$ cat src/rtl/byte_divider.sv
module byte_divider #(
  parameter int W = 8
) (
  input  logic           clk,
  input  logic           rst_n,
  input  logic           start,
  input  logic           signed_mode,
  input  logic [W-1:0]   dvd_hi,
  input  logic [W-1:0]   dvd_lo,
  input  logic [W-1:0]   divisor,
  output logic           busy,
  output logic           done,
  output logic           fault,
  output logic [2*W-1:0] result
);
  localparam int CNTW = $clog2(W);
  localparam logic [CNTW-1:0] LAST = CNTW'(W - 1);
  localparam logic [W-1:0] QLIM = W'(1) << (W - 1);

  logic [2*W-1:0] dvd_in, dvd_mag;
  logic [W-1:0]   dvs_mag;
  logic           dvd_neg, dvs_neg, pre_bad;

  assign dvd_in  = {dvd_hi, dvd_lo};
  assign dvd_neg = signed_mode & dvd_in[2*W-1];
  assign dvs_neg = signed_mode & divisor[W-1];
  assign dvd_mag = dvd_neg ? -dvd_in : dvd_in;
  assign dvs_mag = dvs_neg ? -divisor : divisor;
  assign pre_bad = (dvs_mag == '0) | (dvd_mag[2*W-1:W] >= dvs_mag);

  logic [W-1:0]    rem, quo, dvs;
  logic [CNTW-1:0] cnt;
  logic            smode, neg_q, neg_r, bad;

  logic [W:0]   trial, diff;
  logic         take;
  logic [W-1:0] rem_nx, quo_nx, q_fin, r_fin;
  logic         range_bad, fail;

  assign trial  = {rem, quo[W-1]};
  assign diff   = trial - {1'b0, dvs};
  assign take   = trial >= {1'b0, dvs};
  assign rem_nx = take ? diff[W-1:0] : trial[W-1:0];
  assign quo_nx = {quo[W-2:0], take};

  assign q_fin     = neg_q ? -quo_nx : quo_nx;
  assign r_fin     = neg_r ? -rem_nx : rem_nx;
  assign range_bad = smode & (neg_q ? (quo_nx > QLIM) : quo_nx[W-1]);
  assign fail      = bad | range_bad;

  always_ff @(posedge clk or negedge rst_n) begin
    if (!rst_n) begin
      busy   <= 1'b0;
      done   <= 1'b0;
      fault  <= 1'b0;
      result <= '0;
      rem    <= '0;
      quo    <= '0;
      dvs    <= '0;
      cnt    <= '0;
      smode  <= 1'b0;
      neg_q  <= 1'b0;
      neg_r  <= 1'b0;
      bad    <= 1'b0;
    end else begin
      done <= 1'b0;
      if (start && !busy) begin
        busy  <= 1'b1;
        fault <= 1'b0;
        cnt   <= '0;
        rem   <= dvd_mag[2*W-1:W];
        quo   <= dvd_mag[W-1:0];
        dvs   <= dvs_mag;
        smode <= signed_mode;
        neg_q <= dvd_neg ^ dvs_neg;
        neg_r <= dvd_neg;
        bad   <= pre_bad;
      end else if (busy) begin
        rem <= rem_nx;
        quo <= quo_nx;
        cnt <= cnt + 1'b1;
        if (cnt == LAST) begin
          busy  <= 1'b0;
          done  <= 1'b1;
          fault <= fail;
          if (!fail) result <= {r_fin, q_fin};
        end
      end
    end
  end

  AST_DONE_PULSE: assert property (@(posedge clk) disable iff (!rst_n) done |=> !done);
  AST_DONE_IDLE: assert property (@(posedge clk) disable iff (!rst_n) done |-> !busy);
  AST_START_TAKEN: assert property (@(posedge clk) disable iff (!rst_n) (start && !busy) |=> busy);
  AST_RESULT_QUIET: assert property (@(posedge clk) disable iff (!rst_n) !done |-> $stable(result));
  AST_FAULT_KEEPS: assert property (@(posedge clk) disable iff (!rst_n) (done && fault) |-> $stable(result));
  AST_REM_BELOW: assert property (@(posedge clk) disable iff (!rst_n) (done && !fault && !smode) |-> (result[2*W-1:W] < dvs));
endmodule

$ cat config.mk
export PLATFORM = sky130hd
export DESIGN_NAME = byte_divider
export DESIGN_NICKNAME = d
export VERILOG_FILES = /design/src/rtl/byte_divider.sv
export SDC_FILE = /design/constraint.sdc
export NUM_CORES = 1
export LEC_CHECK = 0
export BUFFER_PORTS_ARGS = -buffer_cell sky130_fd_sc_hd__buf_2
export CAP_MARGIN = 0
export CORE_MARGIN = 2
export CORE_UTILIZATION = 25
export DETAILED_ROUTE_END_ITERATION = 7
export HOLD_SLACK_MARGIN = 0.15
export PLACE_DENSITY_LB_ADDON = 0.15
export SETUP_SLACK_MARGIN = 0.15
export SLEW_MARGIN = 10
export SYNTH_ARGS = -nofsm -noshare
export SYNTH_HDL_FRONTEND = slang
export SYNTH_SLANG_ARGS = --single-unit
$ cat constraint.sdc
create_clock -name clk -period 6.85 [get_ports clk]
set_input_delay 1.37 -clock clk [delete_from_list [all_inputs] [get_ports clk]]
set_output_delay 1.37 -clock clk [all_outputs]
set_load 0.01 [all_outputs]
Word-level counts from Yosys, hierarchy flattened
Index checks and enable logic that the tools add are counted.
{"block": "totals", "elab_cells": 58, "regBits": 50}
{"block": "classes", "n_bitwise": 8, "n_eq_ne": 1, "muxes": 21, "n_reduce_logical": 7, "add_sub_neg": 6, "magnitude_cmp": 3}
{"op": "two-way mux 8 bit", "n": 8}
{"op": "negation 8 bit", "n": 3}
{"op": "two-way mux 16 bit", "n": 1}
{"op": "negation 16 bit", "n": 1}
{"op": "two-way mux 1 bit", "n": 10}
{"op": "greater-or-equal comparator 9 x 8 -> 1 bit", "n": 1}
{"op": "greater-or-equal comparator 8 bit", "n": 1}
{"op": "> comparator 8 bit (second input constant)", "n": 1}
{"op": "zero test 8 bit", "n": 1}
{"op": "subtractor 8 bit", "n": 1}
{"op": "two-way mux 3 bit", "n": 2}
{"op": "AND reduction 4 bit", "n": 1}
{"op": "nonzero test 2 bit", "n": 2}
{"op": "adder 3 x 1 -> 3 bit (second input constant)", "n": 1}
{"op": "bitwise AND 1 bit", "n": 3}
{"op": "== test 3 bit (second input constant)", "n": 1}
{"op": "NOT 1 bit", "n": 2}
{"op": "bitwise OR 1 bit", "n": 2}
{"op": "AND reduction 2 bit", "n": 1}
{"op": "logical AND 1 bit", "n": 1}
{"op": "zero test 1 bit", "n": 1}
{"op": "XOR 1 bit", "n": 1}

Depth between registers and ports, before layout
Gate-level depths: netlist of run 1.
{"block": "logic_depth", "ltp_word": 8, "ltp_mapped": 16}

Worst setup path before layout of run 1
No wires, ideal clock.
{"block": "synth_timing", "kind": "input -> register", "start": "input port dvd_lo[0]", "end": "register bad", "required_time_ps": 6715, "arrival_time_ps": 3405, "stages": 14, "setup_slack_ps": 3310, "path_cell_list": "inv_1 > ha_1 > nor3b_1 > and2_1 > nor2_1 > xnor2_1 > ha_1 > nand2b_1 > a21o_1 > a21oi_1 > o21ai_0 > and3_1 > o21ai_0 > a31oi_1"}
{"block": "synth_via", "elab_chain_len": 4}
{"item": "start, declared", "line": "9", "text": "input logic [W-1:0] dvd_lo,"}
{"item": "negation 16 bit", "line": "27", "text": "assign dvd_mag = dvd_neg ? -dvd_in : dvd_in;"}
{"item": "two-way mux 16 bit", "line": "27"}
{"item": "greater-or-equal comparator 8 bit", "line": "29", "text": "assign pre_bad = (dvs_mag == '0) | (dvd_mag[2*W-1:W] >= dvs_mag);"}
{"item": "bitwise OR 1 bit", "line": "29"}
{"item": "end signal, assigned", "line": "77", "text": "bad <= pre_bad;"}
{"item": "end, declared", "line": "33", "text": "logic smode, neg_q, neg_r, bad;"}
Every way passes these cells.
A chain may end at the register's enable or synchronous reset.

Worst setup path in the final report of run 1
{"block": "layout_timing", "start": "register rem[5]", "end": "register result[12]"}
{"block": "layout_via", "elab_chain_len": 7}
{"item": "start, declared", "line": "31", "text": "logic [W-1:0] rem, quo, dvs;"}
{"item": "start signal, assigned", "line": "71", "text": "rem <= dvd_mag[2*W-1:W];"}
{"item": "start signal, assigned", "line": "79", "text": "rem <= rem_nx;"}
{"item": "greater-or-equal comparator 9 x 8 -> 1 bit *", "line": "42", "text": "assign take = trial >= {1'b0, dvs};"}
{"item": "> comparator 8 bit", "line": "48", "text": "assign range_bad = smode & (neg_q ? (quo_nx > QLIM) : quo_nx[W-1]);"}
{"item": "two-way mux 1 bit", "line": "48"}
{"item": "bitwise AND 1 bit", "line": "48"}
{"item": "bitwise OR 1 bit", "line": "49", "text": "assign fail = bad | range_bad;"}
{"item": "NOT 1 bit (no source line)"}
{"item": "AND reduction 4 bit (no source line)"}
{"item": "end signal, assigned", "line": "86", "text": "if (!fail) result <= {r_fin, q_fin};"}
{"item": "end, declared", "line": "14", "text": "output logic [2*W-1:0] result"}
Every way passes the cells marked *; elsewhere a longest branch is shown, timed or not.

==> results.rst, run 1 <==
.. list-table::
   :header-rows: 1

   * - Metric
     - Value
   * - Buffers on Ports
     - 46
   * - Effective utilization at floorplan
     - 25.30%
   * - Post-route core utilization
     - 29.42%
   * - Commonest cells after routing, fill and taps aside
     - 57 x sky130_fd_sc_hd__nand2_1, 50 x sky130_fd_sc_hd__dfrtp_1, 46 x sky130_fd_sc_hd__buf_2
   * - Power consumption
     - 2.080 mW
   * - Number of ports placed on the die boundary
     - 47
   * - Multiplexer fraction of the synthesized cell area
     - 4.650%
   * - Overall die area
     - 0.01484 mm²
   * - Highest achievable clock rate
     - 260.3 MHz
   * - Number of hold-slack violations in the final timing report
     - 0
   * - Seq cells post-synth
     - 50
   * - Global Route met2 Usage
     - 19.52%
   * - Unrepaired setup endpoints after global routing
     - no
   * - Total inserted antenna cells
     - 0
   * - Post-Synth XOR/XNOR Area
     - 7.318%
   * - Data arrival at the endpoint of the critical path
     - 4.06 ns
   * - Area share of and/or/nand/nor cells after synthesis
     - 18.60%
   * - Routing layer with the top usage in global route
     - met1
   * - Synthesized-area fraction occupied by adder cells
     - 8.508%
   * - Initial antenna violation count
     - 0
   * - Final worst slack
     - 3.008 ns
   * - DRC violation total after the first TritonRoute iteration
     - 118
   * - NumNets Final
     - 497
   * - Number of buffers created by CTS
     - 5
   * - Maximum Capacitance Violations
     - 0
   * - Proportion of netlist area held by the largest area contributor
     - 36.05%
   * - Root buffer selected by CTS
     - sky130_fd_sc_hd__clkbuf_16
   * - Total wire length
     - 9.373 mm
   * - Die Span Y
     - 121.8 µm
   * - Final Skew
     - 0.006052 ns
   * - Shortest period the worst path allows
     - 3.842 ns
   * - Site Rows
     - 43
   * - Detail-routed net length per standard cell
     - 14.95 µm
   * - Share of synthesized area occupied by flip-flops and latches
     - 36.05%
   * - Cell types occupying the most area after synthesis
     - sky130_fd_sc_hd__dfrtp_1 36%, sky130_fd_sc_hd__ha_1 7.9%, sky130_fd_sc_hd__nand2_1 6.2%, sky130_fd_sc_hd__o21ai_0 4.6%, sky130_fd_sc_hd__mux2i_1 4.3%
   * - Distinct cell type count after synthesis
     - 55
   * - Layout overhead on the synthesized area
     - 16.29%
   * - Number of vias per cell after detailed routing
     - 4.750
   * - Required time reported for the critical path endpoint
     - 7.07 ns
   * - Fin Setup TNS
     - 0 ns
   * - TritonCTS clock tree
     - yes
   * - Placed standard-cell area
     - 0.003875 mm²
   * - Worst skew pair latency
     - 0.29 ns
   * - Tightest Hold Check Type
     - reg2reg
   * - Cell area after layout
     - 0.004036 mm²
   * - Top flip-flop cell by instance count after synthesis
     - sky130_fd_sc_hd__dfrtp_1
   * - Final clock period utilization by the worst path
     - 56.09%
   * - Most common cell after layout, fill and taps aside
     - sky130_fd_sc_hd__nand2_1
   * - Highest net fanout along the worst path
     - 30
   * - Number of enable flip-flop cells after synthesis
     - 0
   * - Fraction of met1 tracks used by global routing
     - 20.47%
   * - Worst Setup Start Kind
     - flop
   * - Placer's final routability congestion estimate
     - 0.8447
   * - Launch point of the critical path
     - rem[5]
   * - Crit path capture type
     - flop
   * - Number of global-route vias before repair
     - 2909
   * - Kind of critical path
     - reg2reg
   * - Share of cells above drive strength 1
     - 14.99%
   * - CTS Hold Buffers Added
     - 0
   * - TritonRoute pass-1 iters
     - 4
   * - Sinks on the clock net
     - 50
   * - Compound-cell area share of the yosys netlist
     - 20.48%
   * - Post-DP HPWL
     - 7.400 mm
   * - Count of vias placed by the detailed router
     - 2978
   * - Met3 usage in global routing
     - 1.451%
   * - Library cell occupying the most area in the post-synthesis netlist
     - sky130_fd_sc_hd__dfrtp_1
   * - Drc violations
     - 0
   * - Async S/R FF share, synth
     - 100.0%
   * - Remaining Overflow, GRT
     - 0
   * - Relative slew slack
     - 27.96%
   * - VDD IR-drop max
     - 0.1706 mV
   * - Synthesized netlist cell count
     - 407
   * - Total setup violations reported at the end of the flow
     - 0
   * - Mean area per synthesized cell
     - 8.528 µm²
   * - Cells resized by post-CTS repair
     - 0
   * - Leak pwr
     - 1.849 nW
   * - Clock transition at path regs
     - 0.07 ns
   * - Post-place setup slack
     - 2.662 ns
   * - Tot GR Track Use
     - 13.29%
   * - Count of antenna-violating nets left after detailed routing
     - 0
   * - Actual slew at the worst max-slew pin
     - 1.081 ns
   * - Largest net degree at the start of global routing
     - 51
   * - Worst hold margin
     - 0.4807 ns
   * - Yosys synthesis warning count
     - 0
   * - Largest family of logic cells by synthesized area
     - compound AO/OA/AOI/OAI gates
   * - Buffer count from post-CTS setup fixing
     - 0
   * - Post-synthesis instance area
     - 0.003471 mm²
   * - Run status
     - finished clean
   * - Wire length of the first global-routing pass
     - 15.74 mm
   * - Depth of the CTS H-tree
     - 2
   * - Core area
     - 0.01372 mm²
   * - Horizontal die dimension
     - 121.8 µm
   * - Count of pins over their slew limit
     - 0
   * - Startpoint of the worst-slack reg-to-reg timing path
     - rem[5]
   * - Cell Pwr Density
     - 515.4 mW/mm²
   * - Final instance count without filler cells
     - 627
   * - HP Start
     - result[5]
   * - Synthesized Nets
     - 458
   * - Number of cells in the design after placement
     - 619
   * - Buffer levels on the longest clock path
     - 2
   * - Fillers
     - 1499
metal layers:
layer | vias to the layer above | part of all wire [%]
li1 | 1515 | -
met1 | 1388 | 54
met2 | 63 | 42
met3 | 12 | 2.9
met4 | 0 | 1.6
met5 | - | 0
registers in the layout, summed over array words and instances (netlist names):
signal and flops:
result 16, rem 8, done 1, fault 1
neg_r 1, busy 1, cnt 3, smode 1
neg_q 1, dvs 8, bad 1, quo 8
worst max-delay path: stages, from the launching register on:
cell and delay [ns]:
sky130_fd_sc_hd__dfrtp_1 0.41, sky130_fd_sc_hd__ha_1 0.37, sky130_fd_sc_hd__a2111oi_2 0.44, sky130_fd_sc_hd__a21oi_1 0.21
sky130_fd_sc_hd__and2_2 0.34, sky130_fd_sc_hd__inv_2 0.26, sky130_fd_sc_hd__ha_1 0.26, sky130_fd_sc_hd__nand4b_1 0.16
sky130_fd_sc_hd__a311o_1 0.74, sky130_fd_sc_hd__or3_1 0.49, sky130_fd_sc_hd__nand3_1 0.09
logic make-up (layout without fill, tap and decap cells):
kind of cell	count (synthesis)	in the layout
buffers and inverters	40	80
DFF	50	50
muxes	16	16
xor gates and xnor gates	29	29
adders and majority gates	23	23
and+or+nand+nor	137	137
AOI/OAI and AO/OA	112	112
power by group:
group | internal, mW | total [mW] | switching [mW]
sequential | 0.444 | 0.608 | 0.164
combinational | 0.469 | 1.20 | 0.734
clock | 0.156 | 0.269 | 0.113
total | 1.07 | 2.08 | 1.01
cell usage after synthesis, types with 3 or more instances:
| cell type | n |
|---|---|
| sky130_fd_sc_hd__nand2_1 | 57 |
| sky130_fd_sc_hd__dfrtp_1 | 50 |
| sky130_fd_sc_hd__o21ai_0 | 32 |
| sky130_fd_sc_hd__a21oi_1 | 29 |
| sky130_fd_sc_hd__nor2_1 | 26 |
| sky130_fd_sc_hd__inv_1 | 24 |
| sky130_fd_sc_hd__ha_1 | 22 |
| sky130_fd_sc_hd__xnor2_1 | 16 |
| sky130_fd_sc_hd__mux2i_1 | 15 |
| sky130_fd_sc_hd__clkbuf_1 | 13 |
| sky130_fd_sc_hd__xor2_1 | 13 |
| sky130_fd_sc_hd__nand3_1 | 12 |
| sky130_fd_sc_hd__o21ai_1 | 12 |
| sky130_fd_sc_hd__nor3_1 | 11 |
| sky130_fd_sc_hd__or3_1 | 10 |
| sky130_fd_sc_hd__a31oi_1 | 5 |
| sky130_fd_sc_hd__a21o_1 | 4 |
| sky130_fd_sc_hd__nand2b_1 | 4 |
| sky130_fd_sc_hd__a211oi_1 | 3 |
| sky130_fd_sc_hd__o211ai_1 | 3 |
area by class of cell:
type / instances / area, µm² / share of cell area (%)
Clock inverter: 1 / 8.758 / 0.2170
Timing Repair Buffer: 47 / 237.7 / 5.890
Inverter: 25 / 93.84 / 2.325
Sequential cell: 50 / 1251 / 31.00
Tap cell: 180 / 225.2 / 5.580
Clock buffer: 7 / 152.6 / 3.782
Multi-Input combinational cell: 317 / 2067 / 51.21
worst paths after layout:
check	endpoint	slack, ns	depth (start not counted)
max in group asynchronous	rem[2]	5.23	2
worst min register to register	result[5]	0.48	2
worst max register to register	result[12]	3.01	10
worst max-delay path	result[12]	3.01	10
min in group asynchronous	result[4]	1.19	2
worst min-delay path	result[5]	0.48	2
No activity file was read; power rests on OpenSTA's default activity.
==> inputs of run 2 (changes only) <==
==> constraint.sdc (replaced) <==
create_clock -name clk -period 3.2 [get_ports clk]
set_input_delay 0.64 -clock clk [delete_from_list [all_inputs] [get_ports clk]]
set_output_delay 0.64 -clock clk [all_outputs]
set_load 0.01 [all_outputs]
==> results.rst, run 2 (synthesized netlist as in run 1, its figures left out) <==
.. list-table::
   :header-rows: 1

   * - Metric
     - Value
   * - Count of antenna-violating nets left after detailed routing
     - 0 (unchanged)
   * - TritonRoute pass-1 iters
     - 5 (was 4)
   * - Layout overhead on the synthesized area
     - 31.40% (was 16.29%)
   * - Critical path cell sequence
     - inv_2 -> ha_4 -> a2111oi_4 -> o211ai_2 -> and2_4 -> inv_8 -> mux2i_4 -> ha_4 -> nand2_2 -> or3_1 -> or3_4 -> a311o_1 -> o211ai_1 (was ha_1 -> a2111oi_2 -> a21oi_1 -> and2_2 -> inv_2 -> ha_1 -> nand4b_1 -> a311o_1 -> or3_1 -> nand3_1)
   * - Count of vias placed by the detailed router
     - 3140 (was 2978)
   * - Data arrival at the endpoint of the critical path
     - 3.31 ns (was 4.06 ns)
   * - Drc violations
     - 0 (unchanged)
   * - Buffers on Ports
     - 46 (unchanged)
   * - TritonCTS clock tree
     - yes (unchanged)
   * - Most common cell after layout, fill and taps aside
     - sky130_fd_sc_hd__dfrtp_1 (was sky130_fd_sc_hd__nand2_1)
   * - Critical Path Most Common Cell
     - sky130_fd_sc_hd__ha_4 (was sky130_fd_sc_hd__ha_1)
   * - Highest achievable clock rate
     - 322.4 MHz (was 260.3 MHz)
   * - Highest net fanout along the worst path
     - 7 (was 30)
   * - Horizontal die dimension
     - 121.8 µm (unchanged)
   * - Startpoint of the worst-slack reg-to-reg timing path
     - dvs[6] (was rem[5])
   * - Remaining Overflow, GRT
     - 0 (unchanged)
   * - Total setup violations reported at the end of the flow
     - 0 (unchanged)
   * - Number of global-route vias before repair
     - 3006 (was 2909)
   * - Largest net degree at the start of global routing
     - 28 (was 51)
   * - Commonest cells after routing, fill and taps aside
     - 50 x sky130_fd_sc_hd__dfrtp_1, 47 x sky130_fd_sc_hd__nand2_1, 46 x sky130_fd_sc_hd__buf_2 (was 57 x sky130_fd_sc_hd__nand2_1, 50 x sky130_fd_sc_hd__dfrtp_1, 46 x sky130_fd_sc_hd__buf_2)
   * - Run status
     - finished clean (unchanged)
   * - Worst Setup Start Kind
     - flop (unchanged)
   * - Depth of the most critical reg-to-reg path
     - 13 (was 10)
   * - Depth of the CTS H-tree
     - 2 (unchanged)
   * - Effective utilization at floorplan
     - 25.30% (unchanged)
   * - Total wire length
     - 10.36 mm (was 9.373 mm)
   * - Tightest Hold Check Type
     - in2async (was reg2reg)
   * - Buffer levels on the longest clock path
     - 2 (unchanged)
   * - Share of cells above drive strength 1
     - 28.78% (was 14.99%)
   * - Maximum Capacitance Violations
     - 0 (unchanged)
   * - Unrepaired setup endpoints after global routing
     - yes (was no)
   * - Number of ports placed on the die boundary
     - 47 (unchanged)
   * - NumNets Final
     - 533 (was 497)
   * - Kind of critical path
     - reg2reg (unchanged)
   * - Site Rows
     - 43 (unchanged)
   * - Root buffer selected by CTS
     - sky130_fd_sc_hd__clkbuf_16 (unchanged)
   * - Leak pwr
     - 2.073 nW (was 1.849 nW)
   * - Relative slew slack
     - 54.02% (was 27.96%)
   * - Final clock period utilization by the worst path
     - 96.92% (was 56.09%)
   * - Required time reported for the critical path endpoint
     - 3.41 ns (was 7.07 ns)
   * - Actual slew at the worst max-slew pin
     - 0.6897 ns (was 1.081 ns)
   * - Shortest period the worst path allows
     - 3.101 ns (was 3.842 ns)
   * - Slowest CP cell
     - sky130_fd_sc_hd__a2111oi_4 (was sky130_fd_sc_hd__a311o_1)
   * - Core area
     - 0.01372 mm² (unchanged)
   * - Cell Pwr Density
     - 1190 mW/mm² (was 515.4 mW/mm²)
   * - DRC violation total after the first TritonRoute iteration
     - 204 (was 118)
   * - Delay of the slowest cell on the worst path
     - 0.41 ns (was 0.74 ns)
   * - Tot GR Track Use
     - 13.80% (was 13.29%)
   * - VDD IR-drop max
     - 0.3633 mV (was 0.1706 mV)
   * - Number of hold-slack violations in the final timing report
     - 0 (unchanged)
   * - Placer's final routability congestion estimate
     - 0.8597 (was 0.8447)
   * - Largest register FFs
     - 16 (unchanged)
   * - Detail-routed net length per standard cell
     - 15.62 µm (was 14.95 µm)
   * - Crit path capture type
     - flop (unchanged)
   * - Count of pins over their slew limit
     - 0 (unchanged)
   * - Power consumption
     - 5.429 mW (was 2.080 mW)
   * - Post-DP HPWL
     - 8.055 mm (was 7.400 mm)
   * - Number of vias per cell after detailed routing
     - 4.736 (was 4.750)
   * - Initial antenna violation count
     - 0 (unchanged)
   * - Worst skew pair latency
     - 0.29 ns (about the same)
   * - Register name with the most flops
     - result (unchanged)
   * - Total inserted antenna cells
     - 0 (unchanged)
   * - Sinks on the clock net
     - 50 (unchanged)
   * - Worst hold margin
     - 0.3865 ns (was 0.4807 ns)
   * - Clock transition at path regs
     - 0.07 ns (about the same)
   * - Worst r2r dst
     - result[14] (was result[12])
   * - Die Span Y
     - 121.8 µm (unchanged)
   * - Worst R2R Setup Slack
     - 0.1 ns (was 3.01 ns)
   * - Wire length of the first global-routing pass
     - 16.08 mm (was 15.74 mm)
   * - Number of buffers created by CTS
     - 5 (unchanged)
   * - Overall die area
     - 0.01484 mm² (unchanged)
   * - Final Skew
     - 0.007769 ns (was 0.006052 ns)
-- run 2: worst max-delay path: cells and delay by family, from the launching register on --
| family | cells | cell delay, ns |
|---|---|---|
| compound gates | 4 | 0.98 |
| buf+inv | 2 | 0.15 |
| simple gates | 4 | 0.85 |
| fa+ha+maj | 2 | 0.39 |
| flops | 1 | 0.39 |
| mux | 1 | 0.25 |
-- run 2: report_power, final --
part / leakage (nW) / internal, mW / switching (mW)
combinational: 1.39 / 1.60 / 2.02
clock: 0.0740 / 0.291 / 0.255
sequential: 0.613 / 0.951 / 0.304
-- run 2: what timing repair did --
| action | CTS | global route |
|---|---|---|
| pin swaps | 3 | 24 |
| cloned | 0 | 4 |
| buffers inserted | 2 | 6 |
| hold buffers | 0 | 0 |
| resized for setup | 3 | 41 |
| endpoints found under the setup margin | 3 | 17 |
-- run 2: cell type report --
cell class	count	area (µm²)
Timing Repair Buffer	82	555.5
Fill cell	1436	9159
Inverter	25	101.3
Sequential cell	50	1251
Clock buffer	5	125.1
Clock inverter	3	18.77
Tap cell	180	225.2
Multi-Input combinational cell	318	2283
-- run 2: stage by stage --
step	setup TNS (ns)	cell area, µm²	std cells	util (%)	setup WS, ns
after floorplan	0	3532	407	-	0.1226
after global placement	0	4110	643	29.96	0.09533
after detailed placement	-0.03863	4110	643	29.96	-0.03863
after CTS	0	4278	653	31.18	0.1068
after global routing	-0.05329	4561	663	33.24	-0.05329
final	0	4561	663	33.24	0.09868
-- run 2: worst max-delay path by stage --
stage                   start    endpoint  slack [ns]  cells past startpoint
floorplan              rem[5]  result[14]        0.12                     14
global placement    dvd_lo[0]         bad         0.1                     15
detailed placement  dvd_lo[0]         bad       -0.04                     15
CTS                    dvs[6]  result[14]        0.11                     13
global route           dvs[6]  result[14]       -0.05                     13
finish                 dvs[6]  result[14]         0.1                     13
-- run 2: layer usage --
layer	track usage [%]	share of wire (%)
met5	0	0
met4	2.083	0.39
met3	1.685	3.6
met2	21.05	45
met1	21.13	52
